File: src/rtl/dsw_pkg.sv
package dsw_pkg;

   typedef enum logic [1:0] {
      RM_NEAR = 2'b00,
      RM_ZERO = 2'b01,
      RM_PINF = 2'b10,
      RM_NINF = 2'b11
   } rmode_e;

   typedef struct packed {
      logic rnd_up;
      logic frac_inexact;
      logic inexact;
      logic snan_inv;
      logic cvt_inv;
   } cvt_flags_t;

endpackage

File: src/rtl/dsw_classify.sv
module dsw_classify #(
   parameter int EXP_W  = 11,
   parameter int FRAC_W = 52,
   parameter int INT_W  = 32,
   parameter int SH_MAX = FRAC_W + 2,
   parameter int SH_W   = 6
) (
   input  logic [EXP_W+FRAC_W:0] op_bits,
   output logic                  sign,
   output logic                  is_nan,
   output logic                  is_snan,
   output logic                  is_inf,
   output logic                  is_big,
   output logic [FRAC_W:0]       sig,
   output logic [SH_W-1:0]       sh_amt
);
   localparam int BIAS = (1 << (EXP_W - 1)) - 1;
   localparam logic [EXP_W-1:0]   EXP_ONES = '1;
   localparam logic [EXP_W-1:0]   BIG_LIM  = EXP_W'(BIAS + INT_W);
   localparam logic [EXP_W+1:0]   SH_BASE  = (EXP_W + 2)'(FRAC_W + BIAS);
   localparam logic [EXP_W+1:0]   SH_CAP   = (EXP_W + 2)'(SH_MAX);

   logic [EXP_W-1:0]  exp_f;
   logic [FRAC_W-1:0] frac_f;
   logic [EXP_W-1:0]  exp_eff;
   logic [EXP_W+1:0]  raw_sh;
   logic              special;

   assign sign   = op_bits[EXP_W+FRAC_W];
   assign exp_f  = op_bits[EXP_W+FRAC_W-1:FRAC_W];
   assign frac_f = op_bits[FRAC_W-1:0];

   always_comb begin
      special = (exp_f == EXP_ONES);
      is_inf  = special && (frac_f == '0);
      is_nan  = special && (frac_f != '0);
      is_snan = is_nan && !frac_f[FRAC_W-1];
      is_big  = !special && (exp_f > BIG_LIM);
      // denormals share the smallest normal exponent but lose the hidden bit
      exp_eff = (exp_f == '0) ? EXP_W'(1) : exp_f;
      sig     = {(exp_f != '0), frac_f};
      raw_sh  = SH_BASE - {2'b00, exp_eff};
      if (exp_eff > SH_BASE[EXP_W-1:0] && SH_BASE[EXP_W+1:EXP_W] == 2'b00)
         sh_amt = SH_CAP[SH_W-1:0];
      else if (raw_sh > SH_CAP)
         sh_amt = SH_CAP[SH_W-1:0];
      else
         sh_amt = raw_sh[SH_W-1:0];
   end

endmodule

File: src/rtl/dsw_align.sv
module dsw_align #(
   parameter int SIG_W  = 53,
   parameter int MAG_W  = 33,
   parameter int SH_MAX = 54,
   parameter int SH_W   = 6,
   parameter int STYLE  = 1
) (
   input  logic [SIG_W-1:0] sig,
   input  logic [SH_W-1:0]  sh_amt,
   output logic [MAG_W-1:0] mag,
   output logic             hi_nz,
   output logic             rnd,
   output logic             stk
);

   generate
      if (STYLE == 0) begin : g_flat
         // one wide shift; everything below the integer LSB is inspected at once
         localparam int XW = SIG_W + SH_MAX;
         logic [XW-1:0] ext;
         always_comb begin
            ext   = {sig, {SH_MAX{1'b0}}} >> sh_amt;
            mag   = ext[SH_MAX +: MAG_W];
            hi_nz = |ext[XW-1:SH_MAX+MAG_W];
            rnd   = ext[SH_MAX-1];
            stk   = |ext[SH_MAX-2:0];
         end
      end else begin : g_staged
         // logarithmic shifter; each stage folds the bits it drops into round/sticky
         logic [SH_W:0][SIG_W-1:0] v;
         logic [SH_W:0]            r;
         logic [SH_W:0]            s;
         assign v[0] = sig;
         assign r[0] = 1'b0;
         assign s[0] = 1'b0;
         for (genvar k = 0; k < SH_W; k++) begin : g_stage
            localparam int N = 1 << k;
            localparam logic [SIG_W-1:0] LOW = (SIG_W'(1) << (N - 1)) - SIG_W'(1);
            always_comb begin
               if (sh_amt[k]) begin
                  v[k+1] = v[k] >> N;
                  r[k+1] = v[k][N-1];
                  s[k+1] = s[k] | r[k] | (|(v[k] & LOW));
               end else begin
                  v[k+1] = v[k];
                  r[k+1] = r[k];
                  s[k+1] = s[k];
               end
            end
         end
         assign mag   = v[SH_W][MAG_W-1:0];
         assign hi_nz = |v[SH_W][SIG_W-1:MAG_W];
         assign rnd   = r[SH_W];
         assign stk   = s[SH_W];
      end
   endgenerate

endmodule

File: src/rtl/dsw_round.sv
module dsw_round
   import dsw_pkg::*;
#(
   parameter int INT_W = 32
) (
   input  logic             sign,
   input  logic [INT_W:0]   mag,
   input  logic             hi_nz,
   input  logic             rnd,
   input  logic             stk,
   input  logic [1:0]       rmode,
   input  logic             is_nan,
   input  logic             is_snan,
   input  logic             is_inf,
   input  logic             is_big,
   output logic [INT_W-1:0] word,
   output cvt_flags_t       flags
);
   localparam logic [INT_W+1:0] NEG_LIM = {3'b001, {(INT_W-1){1'b0}}};
   localparam logic [INT_W+1:0] POS_LIM = NEG_LIM - 1'b1;
   localparam logic [INT_W-1:0] MIN_W   = {1'b1, {(INT_W-1){1'b0}}};
   localparam logic [INT_W-1:0] MAX_W   = ~MIN_W;

   logic             inc;
   logic             lost;
   logic [INT_W+1:0] sum;
   logic             ovf;
   logic             invalid;
   logic [INT_W-1:0] signed_w;

   always_comb begin
      lost = rnd | stk;
      unique case (rmode_e'(rmode))
         RM_NEAR: inc = rnd & (stk | mag[0]);
         RM_ZERO: inc = 1'b0;
         RM_PINF: inc = !sign & lost;
         RM_NINF: inc = sign & lost;
         default: inc = 1'b0;
      endcase
      sum      = {1'b0, mag} + {{(INT_W+1){1'b0}}, inc};
      ovf      = hi_nz | (sign ? (sum > NEG_LIM) : (sum > POS_LIM));
      invalid  = is_nan | is_inf | is_big | ovf;
      signed_w = sign ? (~sum[INT_W-1:0] + 1'b1) : sum[INT_W-1:0];

      if (is_nan)
         word = MIN_W;
      else if (is_inf | is_big | ovf)
         word = sign ? MIN_W : MAX_W;
      else
         word = signed_w;

      flags.rnd_up       = !invalid & inc;
      flags.frac_inexact = !invalid & lost;
      flags.inexact      = !invalid & lost;
      flags.snan_inv     = is_snan;
      flags.cvt_inv      = invalid;
   end

endmodule

File: src/rtl/dbl2sw_cvt.sv
module dbl2sw_cvt
   import dsw_pkg::*;
#(
   parameter int EXP_W       = 11,
   parameter int FRAC_W      = 52,
   parameter int INT_W       = 32,
   parameter int ALIGN_STYLE = 1,
   parameter int OUT_REG     = 1
) (
   input  logic                   clk,
   input  logic                   rst_n,
   input  logic                   in_valid,
   input  logic [EXP_W+FRAC_W:0]  op_bits,
   input  logic [1:0]             rmode,
   output logic                   out_valid,
   output logic [2*INT_W-1:0]     result,
   output logic                   flag_rnd_up,
   output logic                   flag_frac_inexact,
   output logic                   flag_inexact,
   output logic                   flag_snan,
   output logic                   flag_invalid
);
   localparam int SIG_W  = FRAC_W + 1;
   localparam int MAG_W  = INT_W + 1;
   localparam int SH_MAX = SIG_W + 1;
   localparam int SH_W   = $clog2(SH_MAX + 1);
   localparam int BIAS   = (1 << (EXP_W - 1)) - 1;

   generate
      if (INT_W < 2 || INT_W >= FRAC_W) begin : g_bad_int
         $error("dbl2sw_cvt: INT_W must lie in [2, FRAC_W)");
      end
      if (EXP_W < 3 || BIAS + INT_W >= (1 << EXP_W) - 1) begin : g_bad_exp
         $error("dbl2sw_cvt: exponent field too narrow for INT_W");
      end
      if (ALIGN_STYLE != 0 && ALIGN_STYLE != 1) begin : g_bad_style
         $error("dbl2sw_cvt: ALIGN_STYLE must be 0 or 1");
      end
      if (OUT_REG != 0 && OUT_REG != 1) begin : g_bad_reg
         $error("dbl2sw_cvt: OUT_REG must be 0 or 1");
      end
   endgenerate

   logic              sign, is_nan, is_snan, is_inf, is_big;
   logic [SIG_W-1:0]  sig;
   logic [SH_W-1:0]   sh_amt;
   logic [MAG_W-1:0]  mag;
   logic              hi_nz, rnd, stk;
   logic [INT_W-1:0]  word;
   cvt_flags_t        flags;

   dsw_classify #(
      .EXP_W (EXP_W),
      .FRAC_W(FRAC_W),
      .INT_W (INT_W),
      .SH_MAX(SH_MAX),
      .SH_W  (SH_W)
   ) u_class (
      .op_bits(op_bits),
      .sign   (sign),
      .is_nan (is_nan),
      .is_snan(is_snan),
      .is_inf (is_inf),
      .is_big (is_big),
      .sig    (sig),
      .sh_amt (sh_amt)
   );

   dsw_align #(
      .SIG_W (SIG_W),
      .MAG_W (MAG_W),
      .SH_MAX(SH_MAX),
      .SH_W  (SH_W),
      .STYLE (ALIGN_STYLE)
   ) u_align (
      .sig   (sig),
      .sh_amt(sh_amt),
      .mag   (mag),
      .hi_nz (hi_nz),
      .rnd   (rnd),
      .stk   (stk)
   );

   dsw_round #(
      .INT_W(INT_W)
   ) u_round (
      .sign   (sign),
      .mag    (mag),
      .hi_nz  (hi_nz),
      .rnd    (rnd),
      .stk    (stk),
      .rmode  (rmode),
      .is_nan (is_nan),
      .is_snan(is_snan),
      .is_inf (is_inf),
      .is_big (is_big),
      .word   (word),
      .flags  (flags)
   );

   logic [INT_W-1:0] word_q;
   cvt_flags_t       flags_q;
   logic             valid_q;

   generate
      if (OUT_REG == 1) begin : g_reg
         always_ff @(posedge clk or negedge rst_n) begin
            if (!rst_n) begin
               valid_q <= 1'b0;
               word_q  <= '0;
               flags_q <= '0;
            end else begin
               valid_q <= in_valid;
               word_q  <= word;
               flags_q <= flags;
            end
         end
      end else begin : g_comb
         assign valid_q = in_valid;
         assign word_q  = word;
         assign flags_q = flags;
      end
   endgenerate

   assign out_valid         = valid_q;
   assign result            = {{INT_W{1'b0}}, word_q};
   assign flag_rnd_up       = flags_q.rnd_up;
   assign flag_frac_inexact = flags_q.frac_inexact;
   assign flag_inexact      = flags_q.inexact;
   assign flag_snan         = flags_q.snan_inv;
   assign flag_invalid      = flags_q.cvt_inv;

endmodule

File: config.mk
export PLATFORM = sky130hd
export DESIGN_NAME = dbl2sw_cvt
export DESIGN_NICKNAME = d
export VERILOG_FILES = /design/src/rtl/dsw_pkg.sv /design/src/rtl/dsw_classify.sv /design/src/rtl/dsw_align.sv /design/src/rtl/dsw_round.sv /design/src/rtl/dbl2sw_cvt.sv
export SDC_FILE = /design/constraint.sdc
export NUM_CORES = 1
export LEC_CHECK = 0
export ABC_CLOCK_PERIOD_IN_PS = 800
export CORE_UTILIZATION = 47
export CTS_BUF_LIST = sky130_fd_sc_hd__clkbuf_8
export DETAILED_ROUTE_END_ITERATION = 16
export PLACE_DENSITY_LB_ADDON = 0.05
export SLEW_MARGIN = 10
export SYNTH_ARGS = -nofsm -noshare
export SYNTH_HDL_FRONTEND = slang
export SYNTH_HIERARCHICAL = 1
export SYNTH_SLANG_ARGS = --single-unit
File: constraint.sdc
create_clock -name clk -period 0.8 [get_ports clk]
set_input_delay 0.08 -clock clk [delete_from_list [all_inputs] [get_ports clk]]
set_output_delay 0.08 -clock clk [all_outputs]
set_load 0.005 [all_outputs]
==> results.yml, run 1 <==
status:
  result_of_the_run: "finished with violations"
  violations: "negative setup slack"
placement:
  detailedPlace.worstSlack_ps: -6750
  detailedPlacementHpwl_mm: 30.5
  io_buffers: 106
  placed_cells: 1778
  gp_congestion: 1.06
global_routing:
  globalRoute.totalOverflow: 0
  grt_pass1_vias: 11200
  grt_max_degree: 39
  global_route_wire_length_before_repair_mm: 62.2
  antenna_found_initial: 0
  grt.total_usage_pct: 39.9
critical_path:
  crit_path_end_kind: "flip-flop"
  crit_path_top_delay_cell: "mux4_2"
  setup.worst_path.class: "in -> reg"
  worst_ep_required_time_ps: 960
  crit_fanout: 10
  worst_ep_arrival_time_ps: 7040
  crit_path_max_incr_delay_ps: 550
  worst_setup_path_start_kind: "input pin"
power:
  power_frac_clock_pct: 12.6
  share_comb_of_total_power_pct: 66.6
  power_uw: 10600
  irDropWorstVdd_mv: 0.710
  internal-power_uw: 6430
  portion_of_total_power_attributed_to_sequential_cells_pct: 20.8
  switchingPower_uw: 4120
  net_sw_share_pct: 39.0
  power-per-cell-area_nw_per_um2: 699
  p_leak_uw: 0.00706
cells_and_area:
  area_delta_synth_final_pct: 64.3
  multi_input_comb_area_sq_um: 8130
  layout_commonest_cell: "buf_4"
  fraction_of_layout_instances_using_a_drive_strength_above_1_pct: 53.3
  ff_latch_area_sq_um: 951
  instances_no_fill: 1866
  mostFrequentLayoutCells: "buf_4, nand2_1, mux4_2"
  finalNetCount: 1682
  fillCellCount: 1274
  n_antenna_cell: 0
min_path:
  worst_hold_path_type: "in -> reg"
sta:
  worst_hold_slack_ps: 196
  finalWorstPathRequiredPeriod_ps: 6880
  worstMarginPinSlew_ps: 622
  max_freq_mhz: 145
  finalSetupViolCount: 75
  rsz_0062_raised_after_global_routing: "true"
  headroom_to_the_max_slew_limit_pct: 58.0
  final_critical_path_setup_slack_ps: -6080
  final-max-slew-violation-count: 0
  report.final.hold_viol_count: 0
  layout_worst_path_cycle_share_pct: 860
routing:
  detail_routed_via_count_per_cell: 6.40
  first_pass_iters: 6
  detailroute.via_count: 11900
  wl_mm: 42.7
  routedWlPerCell_microns: 22.9
  drtIter0Drc: 1472
  drc: 0
  antenna_violating_nets_post_route: 0
clocking:
  ctsHtreeMaxLevel: 2
  cts.path.max_buffers: 2
  clk_pin_slew_worst_paths_ps: 90
  cts.sinks: 38
  cts_root_buf: "clkbuf_8"
  tritoncts: "yes"
  cts-buffers-inserted: 5
logic_synthesis:
  syn_area_sq_um: 9190
  top_reg_cell_synth: "dfrtp_1"
  synth-warning-count: 6
  ffs_latches_synth: 38
  syn_area_per_cell_sq_um: 8.43
  synth_enable_flop_cells: 0
  synth-async-reset-ratio_pct: 100
  post_synth_inst_count: 1090
  seq_area_frac_synth_pct: 10.3
  synth.distinct_cells: 97
floorplan:
  die-height_microns: 142
  die_area_sq_um: 20100
  start_util_pct: 48.5
  total_core_area_sq_um: 19000
  placementRows: 50
  number_of_ports_placed_on_the_die_boundary: 139
  dieWidth_microns: 142
run:
  maxCapViolCount: 0
[per-layer routing]
layer,GRT usage [%],share of wire [%]
met2,62.5,45
met4,8.66,3.4
met3,11.4,12
met5,0,0
met1,54.5,39
[power groups by stage]
stage	sequential, uW	clock, uW	combinational (uW)
floorplan	2260	0	3180
global placement	2240	0	5970
detailed placement	2240	0	6070
CTS	2200	1330	6370
global route	2210	1420	7350
finish	2190	1330	7020
[what timing repair did]
item,CTS,global route
pin swaps,41,49
resized for setup,259,143
cloned,6,4
hold buffers,1,0
setup buffers,49,23
setup endpoints to repair,75,75
hold endpoints to repair,38,0
[worst max-delay path, delay by kind of cell]
family / cells / cell delay [ps]
multiplexers: 3 / 1040
buffers and inverters: 11 / 1540
adder cells (fa/ha/maj): 3 / 600
AND/OR/NAND/NOR: 9 / 1850
AO/OA/AOI/OAI: 10 / 1920
[flip-flops by register name, indices dropped and copies added, names as in the netlist]
| signal | flops |
|---|---|
| word_q | 32 |
| flag_frac_inexact | 1 |
| flag_inexact | 1 |
| flag_invalid | 1 |
| flag_rnd_up | 1 |
| flag_snan | 1 |
| out_valid | 1 |
[cell usage after synthesis, types with 4 or more instances]
cell	n	area share, %
buf_2	27	1.5
nor2_1	69	2.8
and3_1	29	2.0
a221oi_1	6	0.57
clkbuf_1	46	1.9
o21a_1	17	1.4
mux2i_1	63	6.9
nand2b_1	10	0.68
nor3_1	33	1.8
and2_1	11	0.75
nor4_1	28	1.9
o21ai_0	16	0.87
or3_1	6	0.41
a31oi_1	8	0.54
a211oi_1	13	1.1
buf_4	94	7.7
nor3b_1	7	0.57
nand2_1	103	4.2
a2bb2oi_1	5	0.48
nor2b_1	9	0.61
nor4b_1	5	0.48
mux4_1	7	2.0
inv_1	16	0.65
nand3_1	45	2.5
ha_1	7	0.95
xnor2_1	22	2.1
xor2_1	12	1.1
o211ai_1	24	2.0
mux4_2	68	17
o22a_1	4	0.38
or2_2	4	0.27
mux2_2	37	4.5
or4_1	4	0.33
a21oi_1	32	1.7
nand4_1	31	2.1
dfrtp_1	38	10
o22ai_1	28	1.9
o32ai_1	18	1.7
[area by class of cell]
cell class	count	share of cell area, %
Multi-Input combinational cell	890	53.8
Timing Repair Buffer	654	36.7
Sequential cell	38	6.30
Tap cell	260	2.15
Inverter	17	0.464
Clock buffer	5	0.456
Clock inverter	2	0.0746
[worst paths after layout]
check / depth (start not counted) / endpoint / slack, ps / startpoint
setup / recovery: 36 / word_q[12] / -6080 / op_bits[55]
min in group asynchronous: 3 / word_q[6] / 260 / rst_n
max in group asynchronous: 3 / word_q[25] / 330 / rst_n
hold / removal: 3 / flag_snan / 200 / op_bits[51]
[metrics by stage]
step | util, % | instance area (sq um) | setup TNS [ps]
finish | 79.7 | 15100 | -219830
CTS | 75.9 | 14400 | -213760
floorplan | - | 9640 | -202240
detailed placement | 71.5 | 13500 | -244380
global route | 79.7 | 15100 | -228080
global placement | 71.5 | 13500 | -242820
[cells by family (layout without fill, tap and decap cells)]
| kind of cell | count (synthesis) | in the layout | share of synthesized area [%] |
|---|---|---|---|
| other cells | 1 | 32 | 0.0408 |
| simple gates | 417 | 417 | 24.2 |
| compound gates | 223 | 223 | 18.4 |
| flops | 38 | 38 | 10.3 |
| fa+ha+maj | 7 | 7 | 0.953 |
| buf+inv | 193 | 678 | 12.5 |
| mux | 177 | 177 | 30.3 |
| xor+xnor | 34 | 34 | 3.24 |
Power figures use the tool's default switching activity.
==> run 2: changes to the inputs <==
--- a/config.mk
+++ b/config.mk
@@ -5,8 +5,8 @@
 export SDC_FILE = /design/constraint.sdc
 export NUM_CORES = 1
 export LEC_CHECK = 0
-export ABC_CLOCK_PERIOD_IN_PS = 800
-export CORE_UTILIZATION = 47
+export ABC_CLOCK_PERIOD_IN_PS = 8200
+export CORE_UTILIZATION = 62
 export CTS_BUF_LIST = sky130_fd_sc_hd__clkbuf_8
 export DETAILED_ROUTE_END_ITERATION = 16
 export PLACE_DENSITY_LB_ADDON = 0.05
==> constraint.sdc (replaced) <==
create_clock -name clk -period 8.2 [get_ports clk]
set_input_delay 0.82 -clock clk [delete_from_list [all_inputs] [get_ports clk]]
set_output_delay 0.82 -clock clk [all_outputs]
set_load 0.005 [all_outputs]
==> run 2 against run 1 <==
Net effect:
- the flow now finishes without violations
- clock-buffer cell count is the same
- clock power shrank 88%
- global-route usage grew 3.0 points
- via count shrank 13%
- core utilization shrank 0.24 points
- die area shrank 24%
- worst hold slack gained 410 ps
- sequential power shrank 90%
- flip-flop and latch count is the same
- cell count shrank 23%
- routed wire length shrank 21%
- final area shrank 24%
- highest routed layer unchanged
==> results.yml, run 2 (synthesis gave the netlist of run 1 again) <==
cells_and_area:
  instances_no_fill: 1444
  fraction_of_layout_instances_using_a_drive_strength_above_1_pct: 29.7
  ff_latch_area_sq_um: 951
  area_delta_synth_final_pct: 25.1
  n_antenna_cell: 0
  multi_input_comb_area_sq_um: 7380
  finalNetCount: 1335
  largest_reg_flops: 32
  finish.instance_area_sq_um: 11500
  layout_commonest_cell: "buf_4"
  max_flop_register: "word_q"
  fillCellCount: 998
  mostFrequentLayoutCells: "buf_4, clkdlybuf4s50_1, nand2_1"
floorplan:
  dieWidth_microns: 124
  start_util_pct: 63.5
  number_of_ports_placed_on_the_die_boundary: 139
  die-height_microns: 124
  die_area_sq_um: 15300
  total_core_area_sq_um: 14500
  placementRows: 44
sta:
  final-max-slew-violation-count: 0
  layout_worst_path_cycle_share_pct: 97.3
  finalSetupTns_ps: 0
  max_freq_mhz: 125
  final_critical_path_setup_slack_ps: 224
  report.final.hold_viol_count: 0
  finalSetupViolCount: 0
  finalWorstPathRequiredPeriod_ps: 7980
  headroom_to_the_max_slew_limit_pct: 41.5
  worstMarginPinSlew_ps: 870
global_routing:
  grt_max_degree: 45
  antenna_found_initial: 1
  grt.total_usage_pct: 42.9
  grt_pass1_vias: 9196
  globalRoute.totalOverflow: 0
  global_route_wire_length_before_repair_mm: 50.2
power:
  irDropWorstVdd_mv: 0.112
  p_leak_uw: 0.00475
  power-per-cell-area_nw_per_um2: 79.7
placement:
  placed_cells: 1426
  gp_congestion: 1.06
  detailedPlacementHpwl_mm: 25.7
  io_buffers: 106
  postPlaceCellArea_sq_um: 11100
  detailedPlace.worstSlack_ps: -164
critical_path:
  worst_ep_required_time_ps: 8410
  crit_fanout: 6
  setup.worst_path.class: "in -> reg"
  crit_path_max_incr_delay_ps: 520
  worst_setup_path_start_kind: "input pin"
  crit_path_top_delay_cell: "o41a_1"
  crit_top_cell: "nand4_1"
  crit_path_end_kind: "flip-flop"
  worst_ep_arrival_time_ps: 8190
routing:
  detail_routed_via_count_per_cell: 7.18
  antenna_violating_nets_post_route: 0
  first_pass_iters: 8
  routedWlPerCell_microns: 23.2
  detailroute.via_count: 10400
  wl_mm: 33.6
  drtIter0Drc: 1389
  drc: 0
clocking:
  cts.path.max_buffers: 2
  tritoncts: "yes"
  cts.sinks: 38
  cts-buffers-inserted: 5
  ctsHtreeMaxLevel: 2
  clk_pin_slew_worst_paths_ps: 90
  cts_root_buf: "clkbuf_8"
min_path:
  worst_hold_path_type: "in -> async"
status:
  result_of_the_run: "complete, no violations"
run:
  maxCapViolCount: 0
[run 2: cell types whose count changed in the layout (fill, tap and decap cells not counted), sizes merged, moves of 8 or more]
cell	previous run	this run
buf	585	200
clkdlybuf4s50	17	105
dlymetal6s2s	29	0
clkbuf	15	7
dlygate4sd2	8	0
[run 2: metrics by stage]
stage                     hold slack (ps)  power, uW  util, %
final                                 605        916     79.4
after CTS                             614        879     77.5
after detailed placement              954        714     76.8
after global placement                944        708     76.8
after global routing                  683        959     79.4
after floorplan                       524        513        -
[run 2: worst max path at each step]
| stage | start | to | depth (start not counted) |
|---|---|---|---|
| after global placement | op_bits[54] | word_q[25] | 29 |
| after detailed placement | op_bits[54] | word_q[25] | 29 |
| final | op_bits[54] | word_q[31] | 30 |
| after CTS | op_bits[54] | word_q[25] | 29 |
| after global routing | op_bits[54] | word_q[29] | 31 |
| after floorplan | op_bits[55] | word_q[31] | 33 |
[run 2: layout make-up]
cell class                      instances  share of cell area, %
Clock inverter                          3                  0.359
Sequential cell                        38                   8.27
Inverter                               17                  0.555
Clock buffer                            5                  0.598
Multi-Input combinational cell        890                   64.2
Timing Repair Buffer                  307                   24.0
Tap cell                              184                   2.00
[run 2: critical path: cells and delay by family]
family / cells / cell delay, ps
multiplexers: 4 / 1540
AND/OR/NAND/NOR: 10 / 2270
adder cells (fa/ha/maj): 3 / 660
AO/OA/AOI/OAI: 8 / 1840
buffers and inverters: 5 / 1040
[run 2: timing repair]
item | CTS | global route
resized for setup | 0 | 35
hold endpoints to repair | 0 | 0
setup buffers | 0 | 8
hold buffers | 0 | 0
setup endpoints to repair | 0 | 36
[run 2: per-layer routing]
layer  vias to the layer above  track usage, %  routed length, microns
met5                         -               0                       0
met4                         0            11.4                     949
met3                       107            11.1                    4350
met2                       824            64.5                   14800
met1                      4959            60.8                   13500
li1                       4484               -                       -
[run 2: power by group]
group | switching, uW | total, uW | internal [uW] | leakage, uW
logic | 260 | 538 | 278 | 0.00422
registers | 6.20 | 214 | 208 | 0.000472
clock network | 74.4 | 164 | 89.5 | 0.0000556
